[config.mk]
export PLATFORM = sky130hd
export DESIGN_NAME = dbus_io_decoder
export DESIGN_NICKNAME = d
export VERILOG_FILES = /design/src/rtl/dbus_pkg.sv /design/src/rtl/region_decode.sv /design/src/rtl/sysreg_bank.sv /design/src/rtl/byte_port.sv /design/src/rtl/dbus_io_decoder.sv
export SDC_FILE = /design/constraint.sdc
export NUM_CORES = 1
export LEC_CHECK = 0
export CAP_MARGIN = 20
export CORE_AREA = 2 2 109 111
export DETAILED_ROUTE_END_ITERATION = 16
export DIE_AREA = 0 0 111 113
export PLACE_DENSITY = 0.72
export SLEW_MARGIN = 0
export SYNTH_ARGS = -nofsm -noshare
export SYNTH_HDL_FRONTEND = slang
export SYNTH_SLANG_ARGS = --single-unit
[constraint.sdc]
create_clock -name clk -period 4.1 [get_ports clk]
set_clock_uncertainty 0.1 [all_clocks]
set_input_delay 0.82 -clock clk [delete_from_list [all_inputs] [get_ports clk]]
set_output_delay 0.82 -clock clk [all_outputs]
set_load 0.1 [all_outputs]
[src/rtl/dbus_pkg.sv]
package dbus_pkg;
  typedef enum logic [1:0] {
    RG_SYS    = 2'd0,
    RG_PERIPH = 2'd1,
    RG_RAM    = 2'd2,
    RG_NONE   = 2'd3
  } region_e;

  typedef enum logic [1:0] {
    PX_TXDATA = 2'd0,
    PX_TXSTAT = 2'd1,
    PX_RXDATA = 2'd2,
    PX_RXSTAT = 2'd3
  } periph_reg_e;
endpackage

[src/rtl/region_decode.sv]
module region_decode
  import dbus_pkg::*;
#(
  parameter int AW = 32,
  parameter logic [AW-1:0] RAM_BASE = 32'h2000_0000,
  parameter logic [AW-1:0] PERIPH_BASE = 32'h0800_0000
) (
  input  logic [AW-1:2] word_addr,
  output region_e       region,
  output logic [1:0]    word_idx
);
  localparam logic [AW-1:2] RAM_WORD = RAM_BASE[AW-1:2];
  localparam logic [AW-1:4] PERIPH_BLK = PERIPH_BASE[AW-1:4];

  assign word_idx = word_addr[3:2];

  always_comb begin
    if (word_addr >= RAM_WORD)
      region = RG_RAM;
    else if (word_addr[AW-1:4] == '0)
      region = RG_SYS;
    else if (word_addr[AW-1:4] == PERIPH_BLK)
      region = RG_PERIPH;
    else
      region = RG_NONE;
  end
endmodule

[src/rtl/sysreg_bank.sv]
module sysreg_bank #(
  parameter int DW = 32
) (
  input  logic [1:0]    idx,
  input  logic [DW-1:0] pc,
  input  logic [DW-1:0] psw,
  output logic [DW-1:0] rdata
);
  localparam logic [DW-1:0] ZERO_WORD = '0;
  localparam logic [DW-1:0] SIGN_WORD = {1'b1, {(DW-1){1'b0}}};

  always_comb begin
    unique case (idx)
      2'd0:    rdata = ZERO_WORD;
      2'd1:    rdata = SIGN_WORD;
      2'd2:    rdata = pc;
      default: rdata = psw;
    endcase
  end
endmodule

[src/rtl/byte_port.sv]
module byte_port
  import dbus_pkg::*;
#(
  parameter int DW = 32,
  parameter int BW = 8
) (
  input  logic          clk,
  input  logic          rst,
  input  logic          sel_rd,
  input  logic          sel_wr,
  input  logic [1:0]    idx,
  input  logic [BW-1:0] wbyte,
  output logic [DW-1:0] rdata,
  output logic [BW-1:0] tx_byte,
  output logic          tx_valid,
  input  logic          tx_ready,
  input  logic [BW-1:0] rx_byte,
  input  logic          rx_valid,
  output logic          rx_ready
);
  localparam int PAD = DW - BW;

  logic          tx_full, rx_full;
  logic [BW-1:0] tx_hold, rx_hold;
  logic          tx_load, rx_take, rx_drain;

  assign tx_load  = sel_wr && (idx == PX_TXDATA) && !tx_full;
  assign rx_take  = rx_valid && !rx_full;
  assign rx_drain = sel_rd && (idx == PX_RXDATA);

  always_ff @(posedge clk) begin
    if (rst) begin
      tx_full <= 1'b0;
      tx_hold <= '0;
    end else if (tx_load) begin
      tx_full <= 1'b1;
      tx_hold <= wbyte;
    end else if (tx_full && tx_ready) begin
      tx_full <= 1'b0;
    end
  end

  always_ff @(posedge clk) begin
    if (rst) begin
      rx_full <= 1'b0;
      rx_hold <= '0;
    end else if (rx_take) begin
      rx_full <= 1'b1;
      rx_hold <= rx_byte;
    end else if (rx_drain) begin
      rx_full <= 1'b0;
    end
  end

  assign tx_byte  = tx_hold;
  assign tx_valid = tx_full;
  assign rx_ready = !rx_full;

  always_comb begin
    unique case (idx)
      PX_TXDATA: rdata = {{PAD{1'b0}}, tx_hold};
      PX_TXSTAT: rdata = {{(DW-1){1'b0}}, !tx_full};
      PX_RXDATA: rdata = {{PAD{1'b0}}, rx_hold};
      default:   rdata = {{(DW-1){1'b0}}, rx_full};
    endcase
  end

  // a pending byte is held steady until the handshake
  a_r6_tx_hold: assert property (@(posedge clk) disable iff (rst)
    (tx_valid && !tx_ready) |=> (tx_valid && $stable(tx_byte)));

  // a write while pending never replaces the held byte
  a_r8_tx_drop: assert property (@(posedge clk) disable iff (rst)
    (tx_valid && !tx_ready && sel_wr) |=> $stable(tx_byte));

  // a waiting byte blocks new input until it is read
  a_r9_rx_block: assert property (@(posedge clk) disable iff (rst)
    (!rx_ready && !rx_drain) |=> (!rx_ready && $stable(rx_hold)));

  // reading the buffer frees it
  a_r10_rx_clear: assert property (@(posedge clk) disable iff (rst)
    (rx_drain && !rx_ready) |=> rx_ready);
endmodule

[src/rtl/dbus_io_decoder.sv]
module dbus_io_decoder
  import dbus_pkg::*;
#(
  parameter int AW = 32,
  parameter int DW = 32,
  parameter int BW = 8,
  parameter logic [AW-1:0] RAM_BASE = 32'h2000_0000,
  parameter logic [AW-1:0] PERIPH_BASE = 32'h0800_0000
) (
  input  logic          clk,
  input  logic          rst,
  input  logic [AW-1:0] cpu_addr,
  input  logic [DW-1:0] cpu_wdata,
  input  logic          cpu_rd,
  input  logic          cpu_wr,
  output logic [DW-1:0] cpu_rdata,
  output logic          cpu_ack,
  input  logic [DW-1:0] sys_pc,
  input  logic [DW-1:0] sys_psw,
  output logic [AW-1:0] ram_addr,
  output logic [DW-1:0] ram_wdata,
  output logic          ram_rd,
  output logic          ram_wr,
  input  logic [DW-1:0] ram_rdata,
  output logic [BW-1:0] tx_byte,
  output logic          tx_valid,
  input  logic          tx_ready,
  input  logic [BW-1:0] rx_byte,
  input  logic          rx_valid,
  output logic          rx_ready
);
  localparam logic [DW-1:0] SIGN_WORD = {1'b1, {(DW-1){1'b0}}};

  region_e       region;
  logic [1:0]    word_idx;
  logic [DW-1:0] sys_rdata, px_rdata, local_rdata;
  logic [DW-1:0] rdata_q;
  logic          ack_q, from_ram_q;

  region_decode #(
    .AW(AW), .RAM_BASE(RAM_BASE), .PERIPH_BASE(PERIPH_BASE)
  ) u_dec (
    .word_addr(cpu_addr[AW-1:2]),
    .region   (region),
    .word_idx (word_idx)
  );

  sysreg_bank #(.DW(DW)) u_sys (
    .idx  (word_idx),
    .pc   (sys_pc),
    .psw  (sys_psw),
    .rdata(sys_rdata)
  );

  byte_port #(.DW(DW), .BW(BW)) u_port (
    .clk     (clk),
    .rst     (rst),
    .sel_rd  (cpu_rd && region == RG_PERIPH),
    .sel_wr  (cpu_wr && region == RG_PERIPH),
    .idx     (word_idx),
    .wbyte   (cpu_wdata[BW-1:0]),
    .rdata   (px_rdata),
    .tx_byte (tx_byte),
    .tx_valid(tx_valid),
    .tx_ready(tx_ready),
    .rx_byte (rx_byte),
    .rx_valid(rx_valid),
    .rx_ready(rx_ready)
  );

  assign ram_addr  = cpu_addr;
  assign ram_wdata = cpu_wdata;
  assign ram_rd    = cpu_rd && (region == RG_RAM);
  assign ram_wr    = cpu_wr && (region == RG_RAM);

  always_comb begin
    unique case (region)
      RG_SYS:    local_rdata = sys_rdata;
      RG_PERIPH: local_rdata = px_rdata;
      default:   local_rdata = '0;
    endcase
  end

  always_ff @(posedge clk) begin
    if (rst) begin
      rdata_q    <= '0;
      ack_q      <= 1'b0;
      from_ram_q <= 1'b0;
    end else begin
      ack_q      <= cpu_rd || cpu_wr;
      from_ram_q <= ram_rd;
      if (cpu_rd)
        rdata_q <= local_rdata;
    end
  end

  assign cpu_ack   = ack_q;
  assign cpu_rdata = from_ram_q ? ram_rdata : rdata_q;

  // one acknowledge per access, one cycle later
  a_r5_ack_follows: assert property (@(posedge clk) disable iff (rst)
    (cpu_rd || cpu_wr) |=> cpu_ack);
  a_r5_no_spurious_ack: assert property (@(posedge clk) disable iff (rst)
    !(cpu_rd || cpu_wr) |=> !cpu_ack);

  // sign constant at word 1
  a_r2_sign_const: assert property (@(posedge clk) disable iff (rst)
    (cpu_rd && cpu_addr == AW'(4)) |=> (cpu_rdata == SIGN_WORD));

  // unmapped I/O reads as zero
  a_r11_unmapped_zero: assert property (@(posedge clk) disable iff (rst)
    (cpu_rd && region == RG_NONE) |=> (cpu_rdata == '0));
endmodule

==> qor.yml, run 1 <==
status: "complete, no violations"
dp_hpwl_mm: 8.48
synth_seq_cells: 52
maxCapViolCount: 0
cts_buffers: 5
relSlewSlack_pct: 33.0
cts_tree: "yes"
crit_buf_inv: 2
power.switching_w: 0.000541
clock_path_buffers: 2
die_w_um: 111
cpPeakStageDelay_ns: 0.44
grt_start_max_net_pins: 33
worst_pin_slew_ns: 1.00
synth_top_flop_cell: "dfxtp_1"
dr_wl_met2_mm: 5.26
critPathTopFamily: "buffers and inverters"
startpoint: "cpu_addr[29]"
path_max_fanout: 4
start_util_pct: 29.1
end_kind: "output port"
final_area_sq_mm: 0.00520
yosys.area.top_type: "dfxtp_1"
synth_nets: 545
port_buffers: 230
powerDensity_mw_per_mm2: 299
setup_violations: 0
ys_types: 35
via_per_inst: 4.65
dp_cells: 664
io_pins: 283
cp_slowest_cell: "clkdlybuf4s50_1"
hold_viol: 0
avgSynthCellArea_sq_um: 8.85
drt-initial-drc-count: 147
fin_crit_ns: 2.91
fin_crit_sh_pct: 70.9
synth_edf_count: 0
cts-resized-gates: 0
cp_data_arrival_time_ns: 1.99
clk_pin_slew_ns: 0.07
overflow: 0
p_comb_share_pct: 36.2
die_area_sq_mm: 0.0125
antenna_found_initial: 0
total_leakage_power_nw: 2.00
syn_area_sq_mm: 0.00328
p_seq_share_pct: 33.1
switching_share_pct: 34.8
antennaDiodeCount: 0
fmax_mhz: 344
wl_met1_mm: 4.26
wl_met3_um: 901
dieHeight_um: 113
grt_pass1_wl_mm: 16.5
holdCritStartpoint: "rdata_q[21]"
drt_first_pass_iters: 4
worstSetupPathType: "input pin to output port"
grt_pass1_vias: 3280
core-area_sq_mm: 0.0113
peakVddDrop_mv: 0.173
placementRows: 39
synth_cells: 371
fin_nets: 702
vias: 3122
start_kind: "input pin"
clock-sinks: 52
finalSetupTns_ns: 0
ys_warn_count: 0
htreeDepth: 2
rsz0062_at_grt: "false"
synthTopCellsByArea: "dfxtp_1, buf_4, mux2_2"
required_ns: 3.18
hp-class: "register to register"
cts-hold-fix-buffers: 0
cts_root_buf: "clkbuf_16"
wire_per_inst_um: 15.7
stdcell_count: 672
reg2reg_from: "u_port.tx_valid"
cts_setup_buffers: 0
drive_gt1_share_pct: 25.7
wirelength_mm: 10.5
synth-async-reset-ratio_pct: 0
p_int_w: 0.00101
placed_cell_area_sq_mm: 0.00503
p_clk_share_pct: 30.6
gp_congestion: 0.879
synth-seq-area-share_pct: 31.7
grt_usage_pct: 16.1
drv_slew: 0
synth_top_area_share_pct: 31.7
clk-insertion-delay-late_ns: 0.29
crit_path_cell_trace: "clkdlybuf4s50_1 -> nor3_2 -> and2b_1 -> buf_4"
postRouteAntennaNets: 0
area_delta_synth_final_pct: 58.3
remaining_drc_errors: 0
highest_layer: "met4"
## logic make-up after synthesis
group	after synthesis	synth area share, %
flops	52	31.7
mux	56	18.9
compound gates	69	13.4
buf+inv	90	19.0
simple gates	104	17.0
## worst paths after layout
kind	end	depth (start not counted)	slack [ns]
setup / recovery	ram_rd	4	1.19
hold / removal	rdata_q[21]	2	0.35
setup reg to reg	u_port.tx_byte[5]	3	2.68
hold reg to reg	rdata_q[21]	2	0.35
## worst register-to-register path: stages (launching register included)
cell,delay (ns)
dfxtp_1,0.33
nor4b_1,0.31
and4_4,0.39
mux2i_1,0.22
## layout by cell type, fill, tap and decap left out, types with 3 or more instances in the layout
master	instances
nor4_2	4
mux2_2	37
o211ai_1	7
dfxtp_1	52
nor2_1	7
o21ai_1	20
o21ai_0	3
a21oi_1	12
nand4_1	8
clkdlybuf4s50_1	158
nand2_1	49
clkbuf_16	5
nand2b_1	20
a22oi_1	23
mux2i_1	16
buf_4	79
inv_1	3
## layout make-up
type                            count  area, sq um
Clock buffer                        6          129
Clock inverter                      2         38.8
Fill cell                        1086         6080
Inverter                            3         11.3
Multi-Input combinational cell    229         1620
Sequential cell                    52         1040
Tap cell                          143          179
Timing Repair Buffer              237         2170
## flip-flops by register name, indices dropped and copies added, names as in the netlist
register,count
rdata_q,32
u_port.rx_hold,8
u_port.tx_byte,8
cpu_ack,1
from_ram_q,1
u_port.rx_full,1
u_port.tx_valid,1
## power by group through the flow
stage / Combinational (W) / Sequential (W) / Clock, W
finish: 0.000563 / 0.000515 / 0.000476
global route: 0.000585 / 0.000515 / 0.000516
CTS: 0.000567 / 0.000515 / 0.000492
detailed placement: 0.000565 / 0.000526 / 0
global placement: 0.000561 / 0.000526 / 0
floorplan: 0.000482 / 0.000530 / 0
## layer usage
layer	up-vias	GRT usage [%]
met3	14	4.61
met2	159	29.2
li1	1558	-
met4	0	3.50
met1	1391	18.8
met5	-	0
## through the flow
stage / hold WS [ns] / total power, W / util [%] / worst slack, ns
floorplan: 0.321 / 0.00101 / - / 0.989
CTS: 0.351 / 0.00157 / 46.1 / 1.18
finish: 0.347 / 0.00155 / 46.1 / 1.19
detailed placement: 0.342 / 0.00109 / 44.6 / 0.923
global placement: 0.334 / 0.00109 / 44.6 / 1.10
global route: 0.375 / 0.00162 / 46.1 / 1.06
## cells in the mapped netlist, types with 2 or more instances
cell type,n
a21oi_1,12
a22oi_1,23
and3_1,2
and4_4,2
buf_2,9
buf_4,64
buf_6,2
clkbuf_1,9
clkbuf_2,2
dfxtp_1,52
inv_1,3
mux2_1,2
mux2_2,37
mux2i_1,16
nand2_1,49
nand2b_1,20
nand3_2,2
nand4_1,8
nor2_1,9
nor2b_1,2
nor4_1,2
nor4_2,4
o211ai_1,7
o21ai_0,3
o21ai_1,20
(Power assumes the default switching activity.)
==> inputs of run 2 (changes only) <==
--- a/config.mk
+++ b/config.mk
@@ -6,10 +6,10 @@
 export NUM_CORES = 1
 export LEC_CHECK = 0
 export CAP_MARGIN = 20
-export CORE_AREA = 2 2 109 111
+export CORE_MARGIN = 2
+export CORE_UTILIZATION = 29
 export DETAILED_ROUTE_END_ITERATION = 16
-export DIE_AREA = 0 0 111 113
-export PLACE_DENSITY = 0.72
+export PLACE_DENSITY = 0.76
 export SLEW_MARGIN = 0
 export SYNTH_ARGS = -nofsm -noshare
 export SYNTH_HDL_FRONTEND = slang
==> constraint.sdc (replaced) <==
create_clock -name clk -period 2.4 [get_ports clk]
set_clock_uncertainty 0.1 [all_clocks]
set_input_delay 0.48 -clock clk [delete_from_list [all_inputs] [get_ports clk]]
set_output_delay 0.48 -clock clk [all_outputs]
set_load 0.1 [all_outputs]
==> run 2 against run 1 <==
Net effect: final cell count is 0.45% higher; core utilization is 9.9 points higher; hold slack improved by 0.0015 ns; clock power increased by 56%; combinational power is 100% higher; largest cell class unchanged; highest routed layer unchanged.
==> qor.yml, run 2 (same netlist as run 1, synthesis figures left out) <==
core-area_sq_mm: 0.0109  # was 0.0113 sq mm
path_max_fanout: 4  # unchanged
worst_pin_slew_ns: 0.614  # was 1.00 ns
placementRows: 38  # was 39
setup_violations: 0  # unchanged
gp_congestion: 0.813  # was 0.879
required_ns: 1.82  # was 3.18 ns
overflow: 0  # unchanged
grt_pass1_vias: 3269  # was 3280
final_cell_mix: "clkdlybuf4s50_1, buf_12, dfxtp_1"  # was clkdlybuf4s50_1, buf_4, dfxtp_1
worstSetupPathType: "input pin to output port"  # unchanged
finalSetupTns_ns: 0  # unchanged
hp-class: "register to register"  # unchanged
antennaDiodeCount: 0  # unchanged
antenna_found_initial: 1  # was 0
vias: 3180  # was 3122
grt_usage_pct: 17.8  # was 16.1%
fin_crit_ns: 2.28
relSlewSlack_pct: 59.0  # was 33.0%
area_delta_synth_final_pct: 86.5  # was 58.3%
io_pins: 283  # unchanged
cp_data_arrival_time_ns: 1.70  # was 1.99 ns
fin_crit_sh_pct: 95.0
drv_slew: 0  # unchanged
hold_viol: 0  # unchanged
htreeDepth: 2  # unchanged
start_util_pct: 30.0  # was 29.1%
port_buffers: 230  # unchanged
startpoint: "cpu_addr[29]"  # unchanged
clock_path_buffers: 2  # unchanged
postRouteAntennaNets: 0  # unchanged
reg2reg_from: "u_port.tx_valid"  # unchanged
fin_nets: 708  # was 702
start_kind: "input pin"  # unchanged
endpoint: "ram_rd"  # unchanged
total_leakage_power_nw: 2.33  # was 2.00 nW
dieHeight_um: 110  # was 113 um
cp_slowest_cell: "clkdlybuf4s50_1"  # unchanged
cts-hold-fix-buffers: 0  # unchanged
crit_path_cell_trace: "clkdlybuf4s50_1 -> nor3_2 -> and2b_1 -> buf_12"  # was clkdlybuf4s50_1 -> nor3_2 -> and2b_1 -> buf_4
cts_root_buf: "clkbuf_16"  # unchanged
r2r_slack_ns: 0.98  # was 2.68 ns
drt_first_pass_iters: 4  # unchanged
cts_buffers: 5  # unchanged
cpPeakStageDelay_ns: 0.49  # was 0.44 ns
largest_register_ffs: 32  # unchanged
cts-resized-gates: 0  # unchanged
cts_setup_buffers: 0  # unchanged
reg2reg_to: "u_port.tx_byte[5]"  # unchanged
rsz0062_at_grt: "false"  # unchanged
drive_gt1_share_pct: 29.0  # was 25.7%
die_area_sq_mm: 0.0122  # was 0.0125 sq mm
clk-insertion-delay-late_ns: 0.29  # about the same
drt-initial-drc-count: 96  # was 147
end_kind: "output port"  # unchanged
peakVddDrop_mv: 0.278  # was 0.173 mV
fmax_mhz: 438
grt_start_max_net_pins: 33  # unchanged
via_per_inst: 4.71  # was 4.65
rr_worst_depth: 3  # unchanged
dp_cells: 667  # was 664
remaining_drc_errors: 0  # unchanged
maxCapViolCount: 0  # unchanged
layout_commonest_cell: "clkdlybuf4s50_1"  # unchanged
die_w_um: 110  # was 111 um
dp_hpwl_mm: 9.29  # was 8.48 mm
clock-sinks: 52  # unchanged
status: "complete, no violations"  # unchanged
powerDensity_mw_per_mm2: 452  # was 299 mW/mm^2
wire_per_inst_um: 16.5  # was 15.7 um
stdcell_count: 675  # was 672
clk_pin_slew_ns: 0.07  # about the same
grt_pass1_wl_mm: 16.6  # was 16.5 mm
wirelength_mm: 11.1  # was 10.5 mm
cts_tree: "yes"  # unchanged
regMostFlops: "rdata_q"  # unchanged
run 2: cell types whose count changed in the layout (fill, tap and decap cells not counted):
cell	before	now
buf_12	0	74
buf_4	79	22
bufinv_16	1	0
clkbuf_1	1	0
clkdlybuf4s50_1	158	147
clkinvlp_4	0	1
inv_6	1	2
nor2b_1	2	1
nor2b_2	0	1
run 2: layout make-up:
type / instances / area (sq um)
Sequential cell: 52 / 1040
Clock inverter: 3 / 25.0
Clock buffer: 5 / 125
Fill cell: 961 / 4810
Inverter: 3 / 11.3
Timing Repair Buffer: 243 / 3120
Tap cell: 140 / 175
Multi-Input combinational cell: 229 / 1630
run 2: metrics by stage:
step	setup slack [ns]	cell area, sq um	power (W)	hold WS, ns	util (%)
2_1_floorplan	0.411	3280	0.00173	0.321	-
3_3_place_gp	0.0935	5970	0.00204	0.334	54.6
3_5_place_dp	-0.00222	5970	0.00205	0.341	54.6
4_1_cts	0.101	6120	0.00279	0.352	56.0
5_1_grt	0.0781	6120	0.00286	0.364	56.0
6_report	0.119	6120	0.00277	0.348	56.0
run 2: power breakdown:
| part | internal [W] | leakage, nW | total (W) | switching, W |
|---|---|---|---|---|
| Sequential | 0.000873 | 0.421 | 0.000879 | 0.00000598 |
| Combinational | 0.000509 | 1.84 | 0.00115 | 0.000637 |
| Clock | 0.000395 | 0.0708 | 0.000741 | 0.000346 |
| Total | 0.00178 | 2.33 | 0.00277 | 0.000989 |
run 2: worst max-delay path: cells and delay by family:
| family | cells | cell delay [ns] |
|---|---|---|
| simple gates | 2 | 0.56 |
| buf+inv | 2 | 0.66 |
run 2: how the worst min path moves through the flow:
stage,to,cells past startpoint,start
final,rdata_q[30],2,rdata_q[30]
after global routing,rdata_q[21],2,rdata_q[21]
after CTS,rdata_q[13],2,rdata_q[13]
after detailed placement,rdata_q[13],2,rdata_q[13]
after global placement,rdata_q[9],2,rdata_q[9]
after floorplan,rdata_q[25],2,rdata_q[25]
run 2: metal layers:
metal  vias to the layer above  wire (um)  track usage [%]
met2                       157       5790             33.0
met4                         0        291             6.52
met1                      1434       4100             19.3
met5                         -          0                0
met3                        20        920             4.70
li1                       1569          -                -
==> inputs of run 3 (changes only) <==
--- a/config.mk
+++ b/config.mk
@@ -14,3 +14,4 @@
 export SYNTH_ARGS = -nofsm -noshare
 export SYNTH_HDL_FRONTEND = slang
 export SYNTH_SLANG_ARGS = --single-unit
+export TNS_END_PERCENT = 10
==> results of run 3 <==
The final DEF is identical to that of run 2; final timing and power are the same.
